<file path="src/rtl/adec_pkg.sv">
package adec_pkg;

   localparam int SIZE_W = 8;

   typedef enum logic [1:0] {
      SZ_BYTE = 2'd0,
      SZ_HALF = 2'd1,
      SZ_WORD = 2'd2
   } size_cls_e;

   function automatic size_cls_e classify_size(input logic [SIZE_W-1:0] sz);
      if (sz == SIZE_W'(8))       return SZ_BYTE;
      else if (sz == SIZE_W'(16)) return SZ_HALF;
      else                        return SZ_WORD;
   endfunction

endpackage

</file>
<file path="src/rtl/adec_slot_table.sv">
module adec_slot_table #(
   parameter int ADDR_W    = 32,
   parameter int NUM_SLOTS = 8,
   parameter int SLOT_W    = (NUM_SLOTS > 1) ? $clog2(NUM_SLOTS) : 1
) (
   input  logic                                clk,
   input  logic                                rst_n,
   input  logic                                cfg_we,
   input  logic [SLOT_W-1:0]                   cfg_slot,
   input  logic                                cfg_map,
   input  logic [ADDR_W-1:0]                   cfg_start,
   input  logic [ADDR_W-1:0]                   cfg_end,
   output logic [NUM_SLOTS-1:0]                slot_vld,
   output logic [NUM_SLOTS-1:0][ADDR_W-1:0]    slot_lo,
   output logic [NUM_SLOTS-1:0][ADDR_W-1:0]    slot_hi,
   output logic [NUM_SLOTS-1:0][SLOT_W-1:0]    slot_rank
);

   localparam logic [SLOT_W-1:0] TOP_RANK = SLOT_W'(NUM_SLOTS - 1);

   logic slot_in_range;
   logic bounds_ok;
   logic do_map;
   logic do_unmap;

   assign slot_in_range = (int'(cfg_slot) < NUM_SLOTS);
   assign bounds_ok     = (cfg_start <= cfg_end);
   assign do_map        = cfg_we && cfg_map && bounds_ok && slot_in_range;
   assign do_unmap      = cfg_we && !cfg_map && slot_in_range;

   // Ranks form a permutation; a freshly mapped slot moves to the top and
   // those that were above it step down by one.
   always_ff @(posedge clk or negedge rst_n) begin
      if (!rst_n) begin
         slot_vld <= '0;
         for (int i = 0; i < NUM_SLOTS; i++) begin
            slot_lo[i]   <= '0;
            slot_hi[i]   <= '0;
            slot_rank[i] <= SLOT_W'(i);
         end
      end else if (do_map) begin
         slot_vld[cfg_slot] <= 1'b1;
         slot_lo[cfg_slot]  <= cfg_start;
         slot_hi[cfg_slot]  <= cfg_end;
         for (int i = 0; i < NUM_SLOTS; i++) begin
            if (SLOT_W'(i) == cfg_slot)
               slot_rank[i] <= TOP_RANK;
            else if (slot_rank[i] > slot_rank[cfg_slot])
               slot_rank[i] <= slot_rank[i] - 1'b1;
         end
      end else if (do_unmap) begin
         slot_vld[cfg_slot] <= 1'b0;
      end
   end

   for (genvar g = 0; g < NUM_SLOTS; g++) begin : g_slot_chk
      // a mapped slot becomes the newest
      a_r3_newest_on_map: assert property (@(posedge clk) disable iff (!rst_n)
         (do_map && cfg_slot == SLOT_W'(g)) |=> (slot_rank[g] == TOP_RANK && slot_vld[g]));
      // an inverted map leaves the slot untouched
      a_r7_inverted_ignored: assert property (@(posedge clk) disable iff (!rst_n)
         (cfg_we && cfg_map && !bounds_ok && cfg_slot == SLOT_W'(g))
         |=> ($stable(slot_lo[g]) && $stable(slot_hi[g]) && $stable(slot_vld[g])
              && $stable(slot_rank[g])));
      // unmap clears the valid flag
      a_r8_unmap_clears: assert property (@(posedge clk) disable iff (!rst_n)
         (do_unmap && cfg_slot == SLOT_W'(g)) |=> !slot_vld[g]);
   end

endmodule

</file>
<file path="src/rtl/adec_match.sv">
module adec_match #(
   parameter int ADDR_W    = 32,
   parameter int NUM_SLOTS = 8
) (
   input  logic [NUM_SLOTS-1:0]                slot_vld,
   input  logic [NUM_SLOTS-1:0][ADDR_W-1:0]    slot_lo,
   input  logic [NUM_SLOTS-1:0][ADDR_W-1:0]    slot_hi,
   input  logic [ADDR_W-1:0]                   req_addr,
   input  logic [ADDR_W:0]                     req_last_x,
   output logic [NUM_SLOTS-1:0]                hit
);

   logic              wraps;
   logic [ADDR_W-1:0] req_last;

   assign wraps    = req_last_x[ADDR_W];
   assign req_last = req_last_x[ADDR_W-1:0];

   for (genvar g = 0; g < NUM_SLOTS; g++) begin : g_cmp
      assign hit[g] = slot_vld[g] && !wraps
                      && (req_addr >= slot_lo[g])
                      && (req_last <= slot_hi[g]);
   end

endmodule

</file>
<file path="src/rtl/adec_pick.sv">
module adec_pick #(
   parameter int NUM_SLOTS = 8,
   parameter int SLOT_W    = (NUM_SLOTS > 1) ? $clog2(NUM_SLOTS) : 1
) (
   input  logic [NUM_SLOTS-1:0]                hit,
   input  logic [NUM_SLOTS-1:0][SLOT_W-1:0]    rank,
   output logic                                any_hit,
   output logic [SLOT_W-1:0]                   win_idx,
   output logic [NUM_SLOTS-1:0]                win_onehot
);

   logic [SLOT_W-1:0] best_rank;

   always_comb begin
      any_hit   = 1'b0;
      win_idx   = '0;
      best_rank = '0;
      for (int i = 0; i < NUM_SLOTS; i++) begin
         if (hit[i] && (!any_hit || rank[i] > best_rank)) begin
            any_hit   = 1'b1;
            win_idx   = SLOT_W'(i);
            best_rank = rank[i];
         end
      end
   end

   always_comb begin
      win_onehot = '0;
      if (any_hit) win_onehot[win_idx] = 1'b1;
   end

endmodule

</file>
<file path="src/rtl/addr_range_decoder.sv">
module addr_range_decoder #(
   parameter int ADDR_W    = 32,
   parameter int DATA_W    = 32,
   parameter int NUM_SLOTS = 8,
   parameter int SLOT_W    = (NUM_SLOTS > 1) ? $clog2(NUM_SLOTS) : 1
) (
   input  logic                       clk,
   input  logic                       rst_n,
   input  logic                       cfg_we,
   input  logic [SLOT_W-1:0]          cfg_slot,
   input  logic                       cfg_map,
   input  logic [ADDR_W-1:0]          cfg_start,
   input  logic [ADDR_W-1:0]          cfg_end,
   input  logic                       req_valid,
   input  logic [ADDR_W-1:0]          req_addr,
   input  logic [7:0]                 req_size,
   input  logic                       req_we,
   input  logic [DATA_W-1:0]          req_wdata,
   output logic                       tgt_valid,
   output logic [NUM_SLOTS-1:0]       tgt_sel,
   output logic [ADDR_W-1:0]          tgt_offset,
   output logic                       tgt_we,
   output logic [DATA_W/8-1:0]        tgt_be,
   output logic [DATA_W-1:0]          tgt_wdata,
   output logic                       err_bad_addr
);
   import adec_pkg::*;

   localparam int BYTES = DATA_W / 8;

   // elaboration-time parameter checks
   if (DATA_W % 8 != 0 || DATA_W < 16) begin : g_bad_data_w
      $error("DATA_W must be a multiple of 8 and at least 16");
   end
   if (NUM_SLOTS < 2) begin : g_bad_slots
      $error("NUM_SLOTS must be at least 2");
   end
   if (ADDR_W < 4 || ADDR_W > 64) begin : g_bad_addr_w
      $error("ADDR_W out of supported range");
   end
   if ((1 << SLOT_W) < NUM_SLOTS) begin : g_bad_slot_w
      $error("SLOT_W too narrow for NUM_SLOTS");
   end

   logic [NUM_SLOTS-1:0]             slot_vld;
   logic [NUM_SLOTS-1:0][ADDR_W-1:0] slot_lo;
   logic [NUM_SLOTS-1:0][ADDR_W-1:0] slot_hi;
   logic [NUM_SLOTS-1:0][SLOT_W-1:0] slot_rank;

   adec_slot_table #(
      .ADDR_W(ADDR_W), .NUM_SLOTS(NUM_SLOTS), .SLOT_W(SLOT_W)
   ) u_table (
      .clk(clk), .rst_n(rst_n),
      .cfg_we(cfg_we), .cfg_slot(cfg_slot), .cfg_map(cfg_map),
      .cfg_start(cfg_start), .cfg_end(cfg_end),
      .slot_vld(slot_vld), .slot_lo(slot_lo), .slot_hi(slot_hi),
      .slot_rank(slot_rank)
   );

   // access span from size
   size_cls_e          size_cls;
   logic [ADDR_W:0]    span_m1;
   logic [ADDR_W:0]    req_last_x;
   logic [BYTES-1:0]   be_c;
   logic [DATA_W-1:0]  wdata_c;

   assign size_cls = classify_size(req_size);

   always_comb begin
      unique case (size_cls)
         SZ_BYTE: begin span_m1 = '0;                      be_c = BYTES'(1); end
         SZ_HALF: begin span_m1 = (ADDR_W+1)'(1);          be_c = BYTES'(3); end
         default: begin span_m1 = (ADDR_W+1)'(BYTES - 1);  be_c = '1;        end
      endcase
   end

   assign req_last_x = {1'b0, req_addr} + span_m1;

   for (genvar b = 0; b < BYTES; b++) begin : g_mask
      assign wdata_c[8*b +: 8] = be_c[b] ? req_wdata[8*b +: 8] : 8'h00;
   end

   logic [NUM_SLOTS-1:0] hit;

   adec_match #(.ADDR_W(ADDR_W), .NUM_SLOTS(NUM_SLOTS)) u_match (
      .slot_vld(slot_vld), .slot_lo(slot_lo), .slot_hi(slot_hi),
      .req_addr(req_addr), .req_last_x(req_last_x), .hit(hit)
   );

   logic                 any_hit;
   logic [SLOT_W-1:0]    win_idx;
   logic [NUM_SLOTS-1:0] win_onehot;

   adec_pick #(.NUM_SLOTS(NUM_SLOTS), .SLOT_W(SLOT_W)) u_pick (
      .hit(hit), .rank(slot_rank),
      .any_hit(any_hit), .win_idx(win_idx), .win_onehot(win_onehot)
   );

   logic [ADDR_W-1:0] offset_c;
   assign offset_c = req_addr - slot_lo[win_idx];

   always_ff @(posedge clk or negedge rst_n) begin
      if (!rst_n) begin
         tgt_valid    <= 1'b0;
         err_bad_addr <= 1'b0;
         tgt_sel      <= '0;
         tgt_offset   <= '0;
         tgt_we       <= 1'b0;
         tgt_be       <= '0;
         tgt_wdata    <= '0;
      end else begin
         tgt_valid    <= req_valid && any_hit;
         err_bad_addr <= req_valid && !any_hit;
         if (req_valid && any_hit) begin
            tgt_sel    <= win_onehot;
            tgt_offset <= offset_c;
            tgt_we     <= req_we;
            tgt_be     <= be_c;
            tgt_wdata  <= wdata_c;
         end else begin
            tgt_sel    <= '0;
            tgt_we     <= 1'b0;
            tgt_be     <= '0;
         end
      end
   end

   // one response per request, one cycle later
   a_r10_one_response: assert property (@(posedge clk) disable iff (!rst_n)
      req_valid |=> (tgt_valid ^ err_bad_addr));
   a_r10_idle_quiet: assert property (@(posedge clk) disable iff (!rst_n)
      !req_valid |=> (!tgt_valid && !err_bad_addr));
   // error and access never together
   a_r5_exclusive: assert property (@(posedge clk) disable iff (!rst_n)
      !(tgt_valid && err_bad_addr));
   // a forwarded access selects exactly one slot
   a_r3_sel_onehot: assert property (@(posedge clk) disable iff (!rst_n)
      tgt_valid |-> $onehot(tgt_sel));
   // strobe is a contiguous run from byte 0
   a_r9_be_contiguous: assert property (@(posedge clk) disable iff (!rst_n)
      tgt_valid |-> (tgt_be[0] && ((tgt_be & (tgt_be + 1'b1)) == '0)));
   // a wrapping span never reaches a target
   a_r6_wrap_no_hit: assert property (@(posedge clk) disable iff (!rst_n)
      (req_valid && req_last_x[ADDR_W]) |=> err_bad_addr);

endmodule

</file>
<file path="config.mk">
export PLATFORM = sky130hd
export DESIGN_NAME = addr_range_decoder
export DESIGN_NICKNAME = d
export VERILOG_FILES = /design/src/rtl/adec_pkg.sv /design/src/rtl/adec_slot_table.sv /design/src/rtl/adec_match.sv /design/src/rtl/adec_pick.sv /design/src/rtl/addr_range_decoder.sv
export SDC_FILE = /design/constraint.sdc
export NUM_CORES = 2
export LEC_CHECK = 0
export BUFFER_PORTS_ARGS = -buffer_cell sky130_fd_sc_hd__buf_4
export CAP_MARGIN = 20
export CORE_UTILIZATION = 33
export DETAILED_ROUTE_END_ITERATION = 8
export SLEW_MARGIN = 30
export SYNTH_ARGS = -nofsm -noshare
export SYNTH_HDL_FRONTEND = slang
export SYNTH_SLANG_ARGS = --single-unit
</file>
<file path="constraint.sdc">
create_clock -name clk -period 44.7 [get_ports clk]
set_clock_uncertainty 0.15 [all_clocks]
set_input_delay 4.47 -clock clk [delete_from_list [all_inputs] [get_ports clk]]
set_output_delay 4.47 -clock clk [all_outputs]
set_load 0.02 [all_outputs]
</file>
==> impl_metrics.toml <==
[synthesis]
yosysMostFrequentCell = "ha_1"
synth_fa_ha_area_frac = 0.188
synth_top_family_by_area = "adder cells"
synthXorXnorAreaFrac = 0.0123
netlist_instances = 4169
syn-mean-instance-area_um2 = 10.1
synthArstFlopShare = 1.00
ys_ff_latch = 621
ys_top_cells_by_count = "ha_1, dfrtp_1, inv_1"
yosysWarningCount = 0
yosys-top-cells-area = "dfrtp_1, ha_1, mux2i_1"
synthMuxAreaShare = 0.164
ys.flop_type = "dfrtp_1"
syn_area_um2 = 42100
seq_area_frac_synth = 0.370
synth_edf_count = 0
syn_nets = 4946
yosysTopAreaCell = "dfrtp_1"
synthDominantCellAreaShare = 0.362
synth_compound_area_frac = 0.109
yosysUniqueCellTypes = 85
synthSimpleGateAreaFrac = 0.0904

[sta]
worst_pin_slew_ns = 1.13
finalSetupTns_ns = 0
finalSetupViolations = 0
maxSlewViolCount = 0
fin_ws_ns = 17.36
finalCritPeriodShare = 0.612
hold_viol = 0
finalWorstPathRequiredPeriod_ns = 27.34
maxSlewHeadroom = 0.240
rsz0062_at_grt = "false"
max_freq_ghz = 0.0366

[routing]
via_count = 31800
wl_per_cell_um = 20.4
wl_mm = 125
drt_iter0_drc = 2171
drc = 0
drt_pass1_iterations = 5
ant_nets = 0
viasPerCell = 5.20

[placed_design]
numPortBuffers = 223
dpl_worst_slack_ns = 16.69
place_hpwl_mm = 93.1
gp_congestion = 0.892
placed_area_um2 = 45900

[setup_path]
worstPathArrival_ns = 27.68
slowest_stage = "a311oi_4"
cp-end-kind = "flip-flop"
startpoint_type = "primary input"
critPathKind = "in -> reg"
cp_common_cell = "ha_1"
crit_required_ns = 45.04
worstPathMaxFanout = 68
critical-path-max-stage-delay_ns = 0.72

[outcome]
outcome = "complete, no violations"

[clocking]
clk_pin_slew_worst_paths_ns = 0.06
clock_sinks = 621
cts.path.max_buffers = 3
cts-buffers-inserted = 72
ctsResizeCount = 0
h-tree-depth = 3
cts-root-buf = "clkbuf_16"
clock_latency_ns = 0.64
cts_tree = "built"
ctsHoldBuffers = 0
cts_setup_buffers = 0

[floorplanning]
die_h_um = 359
coreArea_um2 = 126000
initial_core_util = 0.334
die_area_um2 = 129000
die_w_um = 359
ios = 224
rows = 130

[layout]
layout-drive-gt1-share = 0.161
antenna_cells = 0
fin_area_um2 = 48300
nets = 5192
areaGrowthSynthToFinish_pct = 14.9
fill_cells = 12400

[global_routing]
antenna_found_initial = 7
grt_pass1_vias = 31800
grt_max_degree = 160
track_usage = 0.193
grt_pass1_wl_mm = 193
overflow = 0

[pwr]
leakage_nw = 23.5
ir_drop_v = 0.0000422
power_density_nw_per_um2 = 59.2

[run]
drv_cap = 0

[min_path]
hold_class = "reg -> reg"
==> power breakdown <==
part	switching, W	leakage, nW	internal (W)
sequential	0.0000983	7.28	0.000725
combinational	0.000832	15.1	0.000598
clock	0.000253	1.20	0.000356
total	0.00118	23.5	0.00168
==> per-layer routing <==
layer	vias up	track usage	routed length, µm
met5	-	0	47
met4	8	0.0565	3360
met3	177	0.0274	6140
met2	681	0.311	57500
met1	15700	0.267	57900
li1	15300	-	-
==> worst paths after layout <==
kind                                   endpoint  depth (start not counted)  slack (ns)           startpoint
max in group asynchronous  u_table.slot_hi[248]                          4       38.16                rst_n
max reg2reg                      tgt_offset[30]                         80       24.34  u_table.slot_lo[19]
max                              tgt_offset[30]                         96       17.36          req_size[2]
min                                tgt_wdata[6]                          2        0.32         tgt_wdata[6]
min reg2reg                        tgt_wdata[6]                          2        0.32         tgt_wdata[6]
min in group asynchronous  u_table.slot_rank[0]                          1        3.71                rst_n
==> worst max-delay path, delay by kind of cell <==
family | cells | cell delay, ns
buffers and inverters | 10 | 2.86
AOI/OAI and AO/OA | 40 | 9.30
and+or+nand+nor | 28 | 5.58
xor gates and xnor gates | 2 | 0.29
muxes | 6 | 2.06
adders and majority gates | 10 | 2.99
==> flip-flops by register name (all words and copies together) (netlist names), named ones only <==
signal and cells:
err_bad_addr 1, u_table.slot_hi 256, tgt_wdata 32, u_table.slot_rank 24, tgt_offset 32, tgt_sel 8
tgt_we 1, u_table.slot_lo 256, tgt_be 3
==> per-stage QoR <==
| step | hold WS, ns | instances | power, W | util |
|---|---|---|---|---|
| 2_1_floorplan | 0.312 | 4169 | 0.00182 | - |
| 3_3_place_gp | 0.314 | 5989 | 0.00222 | 0.364 |
| 3_5_place_dp | 0.314 | 5990 | 0.00225 | 0.364 |
| 4_1_cts | 0.329 | 6121 | 0.00288 | 0.383 |
| 5_1_grt | 0.348 | 6122 | 0.00309 | 0.383 |
| 6_report | 0.325 | 6122 | 0.00286 | 0.383 |
==> cells by family after synthesis <==
family	Yosys count
XOR/XNOR	59
flip-flops	621
AND/OR/NAND/NOR	768
adder cells (fa/ha/maj)	632
multiplexers	646
AO/OA/AOI/OAI	730
buffers and inverters	713
==> area by class of cell <==
class,instances,area (µm²),share of cell area
clock buffers,107,2190,0.0452
inverters,600,2250,0.0466
well taps,1650,2060,0.0427
multi-input cells,2835,23800,0.493
repair buffers,285,2230,0.0461
clock inverters,24,216,0.00448
flip-flops and latches,621,15600,0.322
==> placed cells by master (no fill, tap or decap), drive strengths merged, types with 8 or more instances in the layout <==
master	instances
and3	29
nor2b	35
nand3	68
nand2b	21
o211ai	21
a221oi	40
xnor2	32
mux2	281
buf	285
clkinv	49
a21oi	227
nand2	283
a211o	9
nand4	88
clkbuf	107
and4	12
xor2	27
o21ai	192
o21bai	10
a211oi	22
nor2	95
nor4	14
ha	630
and2	9
dfstp	12
o21a	27
a21o	66
a32oi	8
nor3b	8
mux2i	359
dfrtp	609
a22oi	41
a31oi	20
nor3	73
or3	8
inv	571
No activity file was read; power rests on OpenSTA's default activity.
